**config.mk**
```make
export PLATFORM = sky130hd
export DESIGN_NAME = frame_parser
export DESIGN_NICKNAME = d
export VERILOG_FILES = /design/src/rtl/frame_parser.sv
export SDC_FILE = /design/constraint.sdc
export NUM_CORES = 1
export LEC_CHECK = 0
export ABC_CLOCK_PERIOD_IN_PS = 3000
export BUFFER_PORTS_ARGS = -buffer_cell sky130_fd_sc_hd__buf_2
export CAP_MARGIN = 5
export CORE_MARGIN = 2
export CORE_UTILIZATION = 55
export CTS_CLUSTER_DIAMETER = 120
export DETAILED_ROUTE_END_ITERATION = 8
export GPL_ROUTABILITY_DRIVEN = 0
export PLACE_DENSITY = 0.9
export REMOVE_ABC_BUFFERS = 1
export SYNTH_ARGS = -nofsm -noshare
export SYNTH_HDL_FRONTEND = slang
export SYNTH_SLANG_ARGS = --single-unit
```
**constraint.sdc**
```tcl
create_clock -name clk -period 3 [get_ports clk]
set_clock_uncertainty 0.1 [all_clocks]
set_input_delay 0.15 -clock clk [delete_from_list [all_inputs] [get_ports clk]]
set_output_delay 0.15 -clock clk [all_outputs]
set_load 0.02 [all_outputs]
```
**src/rtl/frame_parser.sv**
```systemverilog
module frame_parser #(
  parameter int AW        = 18,
  parameter int STORE_LEN = 65536
) (
  input  logic          clk,
  input  logic          rst_n,
  input  logic          start,
  output logic          rd_en,
  output logic [AW-1:0] rd_addr,
  input  logic [15:0]   rd_data,
  output logic          busy,
  output logic          mode,
  output logic [3:0]    wave_type,
  output logic [31:0]   freq_word,
  output logic [15:0]   amp_word,
  output logic [15:0]   phase_word,
  output logic          params_valid,
  output logic [1:0]    area,
  output logic [15:0]   store_data,
  output logic          store_valid,
  output logic          store_done,
  output logic          hdr_err,
  output logic          cmd_err,
  output logic          term_err
);
  localparam int CW = $clog2(STORE_LEN) + 2;
  localparam logic [CW-1:0] LAST = CW'(STORE_LEN - 1);
  localparam logic [15:0] SYNC0 = 16'hAAF0;
  localparam logic [15:0] SYNC1 = 16'hBB55;
  localparam logic [15:0] END0  = 16'h6580;
  localparam logic [15:0] END1  = 16'h0856;

  typedef enum logic [2:0] {IDLE, HDR0, HDR1, CMD, STORE, TERM0, TERM1, PARAM} st_t;

  st_t           st;
  logic          pend;
  logic [CW-1:0] cnt;
  logic [15:0]   fhi, flo, amp_r;
  logic [3:0]    type_r;

  assign busy  = (st != IDLE);
  assign rd_en = busy;

  always_ff @(posedge clk) begin
    if (!rst_n) begin
      st <= IDLE; pend <= 1'b0; cnt <= '0; rd_addr <= '0;
      fhi <= '0; flo <= '0; amp_r <= '0; type_r <= '0;
      mode <= 1'b0; wave_type <= '0; freq_word <= '0; amp_word <= '0; phase_word <= '0;
      area <= '0; store_data <= '0;
      params_valid <= 1'b0; store_valid <= 1'b0; store_done <= 1'b0;
      hdr_err <= 1'b0; cmd_err <= 1'b0; term_err <= 1'b0;
    end else begin
      params_valid <= 1'b0; store_valid <= 1'b0; store_done <= 1'b0;
      hdr_err <= 1'b0; cmd_err <= 1'b0; term_err <= 1'b0;
      pend <= rd_en;
      rd_addr <= busy ? rd_addr + 1'b1 : '0;
      case (st)
        IDLE: if (start) st <= HDR0;
        HDR0: if (pend) begin
          if (rd_data == SYNC0) st <= HDR1;
          else begin hdr_err <= 1'b1; st <= IDLE; end
        end
        HDR1: if (pend) begin
          if (rd_data == SYNC1) st <= CMD;
          else begin hdr_err <= 1'b1; st <= IDLE; end
        end
        CMD: if (pend) begin
          cnt <= '0;
          if (rd_data[15]) begin
            if (|rd_data[14:10]) begin cmd_err <= 1'b1; st <= IDLE; end
            else begin mode <= 1'b1; area <= rd_data[9:8]; st <= STORE; end
          end else begin
            if (rd_data[14:11] >= 4'd1 && rd_data[14:11] <= 4'd9) begin
              mode <= 1'b0; type_r <= rd_data[14:11]; st <= PARAM;
            end else begin cmd_err <= 1'b1; st <= IDLE; end
          end
        end
        STORE: if (pend) begin
          store_valid <= 1'b1;
          store_data  <= rd_data;
          if (cnt == LAST) st <= TERM0;
          else cnt <= cnt + 1'b1;
        end
        TERM0: if (pend) begin
          if (rd_data == END0) st <= TERM1;
          else begin term_err <= 1'b1; st <= IDLE; end
        end
        TERM1: if (pend) begin
          if (rd_data == END1) store_done <= 1'b1;
          else term_err <= 1'b1;
          st <= IDLE;
        end
        PARAM: if (pend) begin
          cnt <= cnt + 1'b1;
          case (cnt[1:0])
            2'd0: fhi <= rd_data;
            2'd1: flo <= rd_data;
            2'd2: amp_r <= rd_data;
            default: begin
              freq_word <= {fhi, flo};
              amp_word <= amp_r;
              phase_word <= rd_data;
              wave_type <= type_r;
              params_valid <= 1'b1;
              st <= IDLE;
            end
          endcase
        end
        default: st <= IDLE;
      endcase
    end
  end
endmodule


```
After elaboration in Yosys (flattened, before gate mapping)

Cells that the tools add are included.

Flip-flop bits (word level): 185
Latch bits: 0
Memory bits (writable): 0
Memory bits (read-only): 0
Input port bits: 19
Output and inout bits: 113
Logic and storage cells: 118
Memories: 0

Add/subtract/negate cells: 2
Multiply operators: 0
Div/mod/pow operators: 0
$lt $le $gt $ge: 2
Equality and inequality tests: 26
Shift-type cells: 0
Multiplexer cells: 41
Bitwise operators: 3
Reductions and logical operators: 23

Operators with widths:

| cell                  | count |
|---|---|
| $mux 18               | 4 |
| $pmux 18 s3           | 1 |
| $mux 3                | 14 |
| $add 18x1->18 const B | 2 |
| $eq 16x16->1 const B  | 2 |
| $ne 2x2->1 const B    | 12 |
| $pmux 3 s8            | 1 |
| $reduce_and 3->1      | 7 |
| $eq 18x16->1 const B  | 1 |
| $mux 1                | 17 |
| $eq 16x12->1 const B  | 1 |
| $eq 16x15->1 const B  | 1 |
| $eq 3x3->1 const B    | 4 |
| $reduce_and 4->1      | 3 |
| $reduce_and 10->1     | 1 |
| $eq 3x2->1 const B    | 2 |
| $reduce_and 2->1      | 3 |
| $reduce_bool 3->1     | 2 |
| $reduce_and 5->1      | 1 |
| $reduce_or 5->1       | 1 |
| $ge 4x1->1 const B    | 1 |
| $le 4x4->1 const B    | 1 |
| $mux 2                | 2 |
| $pmux 1 s2            | 2 |
| other kinds (9)       | 11 |

Depth between registers and ports, before layout

Gate-level depths: netlist of run 1.

Depth in word-level cells: 6
Mapped depth: 9
Gate-level depth less buffers: 6

Least setup slack after synthesis of run 1

Ideal clock, no wire load.

Path type: register to register
From: register cnt[0]
To: register cnt[13]
Data arrival time: 2001 ps
Path slack: 761 ps
Cell stages (with the launch flop): 8
Buffers on the path: 1
Cell sequence: dfxtp_1 > ha_1 > nand4_1 > or4_1 > o31a_1 > buf_2 > a41oi_1 > a311oi_1

Word-level cells in the longest chain between the ends: 4
Elaborated cells on any way between the ends: 8
Those cells by class: add/sub: 1; eq/ne: 2; mux: 4; reduce/logical: 1

Ends and longest elaborated chain:

| element                | RTL line | source |
|---|---|---|
| from (decl)            | 37       | `logic [CW-1:0] cnt;` |
| from (signal assigned) | 82       | `else cnt <= cnt + 1'b1;` |
| from (signal assigned) | 94       | `cnt <= cnt + 1'b1;` |
| $add 18x1->18          | 82, 94   |  |
| $mux 18                | 81       | `if (cnt == LAST) st <= TERM0;` |
| $mux 18                | 78       | `STORE: if (pend) begin` |
| $pmux 18 s3            | 57       | `case (st)` |

Several ways; a longest one is shown, not always the timed one. The select of a mux whose other input is x is not followed.
A chain may end at the register's enable or synchronous reset.

Worst setup path in the final report of run 1

From: register cnt[0]
To: register cnt[9]

The elaborated chain is that of the path after synthesis.

==> results of run 1 <==
==> final cells by class <==
type                    count  share of cell area
diodes                      1            0.000287
clock buffers              18              0.0505
clock inverters            14              0.0155
inverters                   9             0.00417
multi-input cells         663               0.374
flip-flops and latches    185               0.425
well taps                 172              0.0247
repair buffers            157               0.105
==> worst register-to-register path, delay by kind of cell (launching register included) <==
family,cells,cell delay (ns)
simple gates,3,0.91
compound gates,2,0.49
flops,1,0.48
fa+ha+maj,1,0.28
buf+inv,1,0.21
==> synthesized netlist by cell type (2+ instances only) <==
cell | number | area, um^2
xor2_1 | 5 | 43.8
o21a_1 | 5 | 37.5
xnor2_1 | 8 | 70.1
clkbuf_2 | 3 | 15.0
o21ai_0 | 20 | 100
a41oi_1 | 4 | 35.0
and2_1 | 6 | 37.5
nor3_1 | 17 | 85.1
nand2b_1 | 2 | 12.5
and4_1 | 3 | 26.3
or4_1 | 3 | 22.5
nand4_1 | 10 | 62.6
nor4b_1 | 2 | 17.5
inv_1 | 9 | 33.8
nand4b_1 | 3 | 26.3
clkbuf_1 | 51 | 191
ha_1 | 6 | 75.1
buf_2 | 10 | 50.1
a211oi_1 | 3 | 22.5
nand2_1 | 296 | 1110
a31oi_1 | 5 | 31.3
and3_1 | 5 | 31.3
nor4_1 | 6 | 37.5
o22ai_1 | 2 | 12.5
mux2i_1 | 5 | 50.1
or3_1 | 8 | 50.1
a311oi_1 | 4 | 35.0
or2_2 | 2 | 12.5
a21oi_1 | 154 | 771
nand3_1 | 15 | 75.1
dfxtp_1 | 185 | 3700
nor2_1 | 43 | 161
==> flip-flops by register name, summed over array words and instances, names as in the netlist, 2 cells and up <==
name        count
store_data     16
amp_r          16
type_r          4
area            2
freq_word      32
cnt            18
flo            16
amp_word       16
fhi            16
st              3
phase_word     16
wave_type       4
rd_addr        18
==> per-layer routing <==
layer  part of all wire  GRT usage  vias up
li1                   -          -     3325
met1               0.41      0.340     3233
met2               0.47      0.431      314
met3              0.075     0.0570       57
met4              0.039      0.148        0
met5                  0          0        -
==> path summary, 6_finish.rpt <==
check	from	to	slack, ns
worst min-delay path	rst_n	cnt[1]	0.02
worst max register to register	cnt[0]	cnt[9]	0.39
worst max-delay path	cnt[0]	cnt[9]	0.39
worst min register to register	freq_word[26]	freq_word[26]	0.35
==> kinds of logic after synthesis <==
kind of cell | count (synthesis) | synth area share
flip-flops | 185 | 0.510
AO/OA/AOI/OAI | 209 | 0.160
buffers and inverters | 76 | 0.0430
AND/OR/NAND/NOR | 430 | 0.255
multiplexers | 5 | 0.00689
XOR/XNOR | 13 | 0.0157
adder cells (fa/ha/maj) | 6 | 0.0103
==> per-stage QoR <==
| step | total power [mW] | util | cells | hold WS, ns | instance area (um^2) |
|---|---|---|---|---|---|
| detailed placement | 3.20 | 0.625 | 1171 | 0.343 | 7980 |
| global placement | 3.19 | 0.625 | 1171 | 0.336 | 7980 |
| finish | 5.36 | 0.681 | 1219 | 0.0211 | 8700 |
| CTS | 5.36 | 0.681 | 1218 | 0.00470 | 8700 |
| global route | 5.54 | 0.681 | 1219 | 0.0266 | 8700 |
| floorplan | 2.97 | - | 857 | 0.167 | 6990 |
==> power by group <==
part / switching (mW) / internal, mW / leakage, nW
clock network: 1.00 / 1.18 / 0.274
registers: 0.0747 / 2.51 / 1.49
logic: 0.389 / 0.196 / 1.50
total: 1.47 / 3.89 / 3.26
==> results.ini, run 1 <==
[critical_path]
path_depth = 7
path_buf_inv = 1
cp_top_family = simple AND/OR/NAND/NOR gates
worstPathRequired_ns = 3.18
cp_cell_sequence = ha_1 > nand4_1 > or4_1 > o31ai_1 > buf_4 > or3_1 > a21oi_1
path_max_fanout = 8
cp-end-kind = register
cpPeakStageDelay_ns = 0.59
crit_slowest_cell = or4_1
critPathArrivalTime_ns = 2.79
start_kind = register
reg2reg_depth = 7
criticalPathCategory = reg2reg

[timing]
setup_viol = 0
worst_slew_pin_slew_ns = 0.793
setup_tns_ns = 0
finalHoldViolations = 0
layout_setup_ws_ns = 0.391
max-slew-margin-rel = 0.471
period_needed_ns = 2.61
max_freq_mhz = 383
slew_viol_final = 0
rsz0062_at_grt = no
period_share = 0.870

[drt]
drt_first_iter_violations = 728
drt-pass1-iter-count = 5
drt-wirelength-per-cell_um = 15.7
routed_wl_mm = 19.2
drc = 0
vias_per_cell = 5.68
detail-route-antenna-nets = 0
vias = 6929

[cells_and_area]
fillers = 979
drive_gt1_frac = 0.177
area_growth_pct = 19.8
nets = 1058
multiInputGateArea_um2 = 3260
most-common-layout-cells = 295 x nand2_1, 185 x dfxtp_1, 154 x a21oi_1, 131 x buf_2, 43 x nor2_1
final_common_cell = nand2_1
regArea_um2 = 3700

[floorplanning]
die_w_um = 119
start_util = 0.569
core.rowCount = 41
dieHeight_um = 119
core_area_um2 = 12800
die-area_um2 = 14100
ios = 132

[clock_network]
ctsResizeCount = 0
cts_tree = yes
clk_pin_slew_ns = 0.07
postCtsSetupBuffers = 0
holdBufCountCts = 15
cts.htree.levels = 4
root_buffer = clkbuf_16
clock_latency_ns = 0.43
cts.path.max_buffers = 2
cts_num_sinks = 185
cts_buffers = 17

[place]
post-dp-hpwl_mm = 11.9
pre_cts_slack_ns = 0.469
port_buffers = 131

[pwr]
total_leakage_power_nw = 3.26
vdd_drop_max_uv = 484
powerDensity_nw_per_um2 = 615

[worst_hold_path]
hold_path_class = in2reg
hold_depth = 2

[logic_synthesis]
synth_cells = 924
ys_seq_area_frac = 0.510
asyncSetResetFlopFracSynth = 0
avgSynthCellArea_um2 = 7.86
yosys_warnings = 0
yosysUniqueCellTypes = 56
synth_seq_cells = 185
synth_flop_cell = dfxtp_1
syn-cell-area_um2 = 7270
synth_edf_count = 0

[flow_run]
cap_violations = 0

[grt]
grt_pass1_wl_mm = 30.9
track_usage = 0.270
grt_pass1_vias = 6316
grt_start_max_net_pins = 77
overflow = 0
antenna_found_initial = 1

[run_status]
status = complete, no violations

Power figures use the tool's default switching activity.
==> run 2: changes to the inputs <==
- BUFFER_PORTS_ARGS: -buffer_cell sky130_fd_sc_hd__buf_2 -> -buffer_cell sky130_fd_sc_hd__buf_4
- CORE_MARGIN: 2 -> unset
- CORE_UTILIZATION: 55 -> 35
- PLACE_DENSITY: 0.9 -> 0.65
==> run 2 against run 1 <==
First-iteration DRC count decreased by 39%. Final cell count increased by 7.8%. Hold slack improved by 0.21 ns. Global-route usage decreased by 8.5 points. Non-clock buffer count decreased by 2. Register-to-register slack improved by 0.03 ns. Critical path depth decreased by 1. Critical path type unchanged. Critical endpoint is now cnt[3].
==> results.ini, run 2 (synthesis results as in run 1) <==
[run_status]
status = complete, no violations

[timing]
timing.hold.ws_ns = 0.232  ; +0.211 ns
period_needed_ns = 2.57  ; -0.0349 ns
slew_viol_final = 0  ; unchanged
rsz0062_at_grt = no
finalHoldViolations = 0  ; unchanged
max-slew-margin-rel = 0.511  ; +0.0398
setup_viol = 0  ; unchanged
period_share = 0.858  ; -0.0116
max_freq_mhz = 388  ; +1.4%
worst_slew_pin_slew_ns = 0.730  ; -0.0637 ns
setup_tns_ns = 0  ; unchanged

[floorplanning]
ios = 132  ; unchanged
dieHeight_um = 146  ; +23%
core_area_um2 = 20300  ; +59%
start_util = 0.358  ; -0.211
die_w_um = 146  ; +23%
die-area_um2 = 21300  ; +51%
core.rowCount = 52  ; +27%

[critical_path]
criticalPathCategory = reg2reg
cpPeakStageDelay_ns = 0.58  ; about the same
worstPathRequired_ns = 3.24  ; +0.06 ns
cp-end-kind = register
critPathArrivalTime_ns = 2.81  ; +0.02 ns
path_buf_inv = 0  ; -1
cp_top_family = simple AND/OR/NAND/NOR gates
cp_cell_sequence = ha_1 > nand4_1 > or4_1 > o31ai_1 > nor2_1 > o21a_1
path_max_fanout = 8  ; unchanged
crit_slowest_cell = or4_1
start_kind = register

[grt]
overflow = 0  ; unchanged
grt_pass1_wl_mm = 31.5  ; +2.2%
antenna_found_initial = 0  ; -1
grt_pass1_vias = 6046  ; -4.3%
track_usage = 0.185  ; -0.0849
grt_start_max_net_pins = 97  ; +26%

[flow_run]
cap_violations = 0  ; unchanged

[drt]
detail-route-antenna-nets = 0  ; unchanged
drt-wirelength-per-cell_um = 14.8  ; -5.5%
drt_first_iter_violations = 444  ; -39%
vias = 6557  ; -5.4%
routed_wl_mm = 19.5  ; +1.9%
drt-pass1-iter-count = 5  ; unchanged
vias_per_cell = 4.99  ; -12%
drc = 0  ; unchanged

[place]
port_buffers = 131  ; unchanged
post-dp-hpwl_mm = 12.4  ; +4.5%

[pwr]
vdd_drop_max_uv = 402  ; -17%
total_leakage_power_nw = 3.27  ; +0.37%
powerDensity_nw_per_um2 = 600  ; -2.5%
total_power_mw = 5.51  ; +2.9%

[clock_network]
ctsResizeCount = 0  ; unchanged
cts_buffers = 17  ; unchanged
cts.path.max_buffers = 2  ; unchanged
cts_num_sinks = 185  ; unchanged
root_buffer = clkbuf_16
cts.htree.levels = 4  ; unchanged
clk_pin_slew_ns = 0.08  ; about the same
clock_latency_ns = 0.44  ; about the same
cts_tree = yes

[cells_and_area]
diodes = 0  ; -1
largest_register_ffs = 32  ; unchanged
final_common_cell = nand2_1
nets = 1056  ; -0.19%
regMostFlops = freq_word
area_growth_pct = 26.4
top_regs = freq_word (32), cnt (18), rd_addr (18)
most-common-layout-cells = 295 x nand2_1, 185 x dfxtp_1, 154 x a21oi_1, 135 x buf_4, 43 x nor2_1
drive_gt1_frac = 0.173  ; -0.00349

[worst_hold_path]
hold_path_class = in2reg

-- run 2: cell count changes in the layout (fill, tap and decap cells not counted), sizes merged --
cell / change
buf: -4
bufinv: +1
clkbuf: -1
clkinv: -2
clkinvlp: -2
diode: -1
dlygate4sd3: +2
inv: +4
-- run 2: repair_timing --
item                      4_1_cts  5_1_grt
hold endpoints to repair       94        0
hold buffers                   17        0
setup buffers                   0        0
-- run 2: final timing paths --
path | start | endpoint | slack [ns] | depth (start not counted)
min reg2reg | fhi[12] | freq_word[28] | 0.35 | 2
max reg2reg | cnt[0] | cnt[3] | 0.43 | 6
min | start | st[2] | 0.23 | 5
max | cnt[0] | cnt[3] | 0.43 | 6
-- run 2: metal layers --
| layer | track usage | up-vias | wire length, um |
|---|---|---|---|
| li1 | - | 3310 | - |
| met1 | 0.243 | 3076 | 9000 |
| met2 | 0.304 | 152 | 9360 |
| met3 | 0.0397 | 19 | 936 |
| met4 | 0.0563 | 0 | 214 |
| met5 | 0 | - | 0 |
-- run 2: worst min-delay path, cell delays in order --
cell and delay, ns:
buf_4 0.11, o22ai_1 0.15, a21oi_1 0.10, o21ai_0 0.15, a41oi_1 0.04
-- run 2: per-stage QoR --
step / cell area [um^2] / setup WS (ns) / cells / util
after global routing: 9190 / 0.247 / 1314 / 0.452
after global placement: 8410 / 0.537 / 1265 / 0.414
after CTS: 9190 / 0.452 / 1314 / 0.452
after detailed placement: 8410 / 0.452 / 1265 / 0.414
final: 9190 / 0.426 / 1314 / 0.452
after floorplan: 6990 / 0.0734 / 857 / -
-- run 2: area by class of cell --
type / count / area, um^2
Inverter: 9 / 36.3
Fill cell: 2047 / 11100
Clock inverter: 15 / 179
Clock buffer: 17 / 425
Tap cell: 270 / 338
Sequential cell: 185 / 3700
Multi-Input combinational cell: 663 / 3260
Timing Repair Buffer: 155 / 1240
-- run 2: power by group --
part / switching (mW) / internal, mW / leakage, nW / total, mW
logic: 0.379 / 0.221 / 1.49 / 0.600
registers: 0.0846 / 2.51 / 1.49 / 2.59
clock network: 1.05 / 1.26 / 0.292 / 2.32
total: 1.52 / 3.99 / 3.27 / 5.51
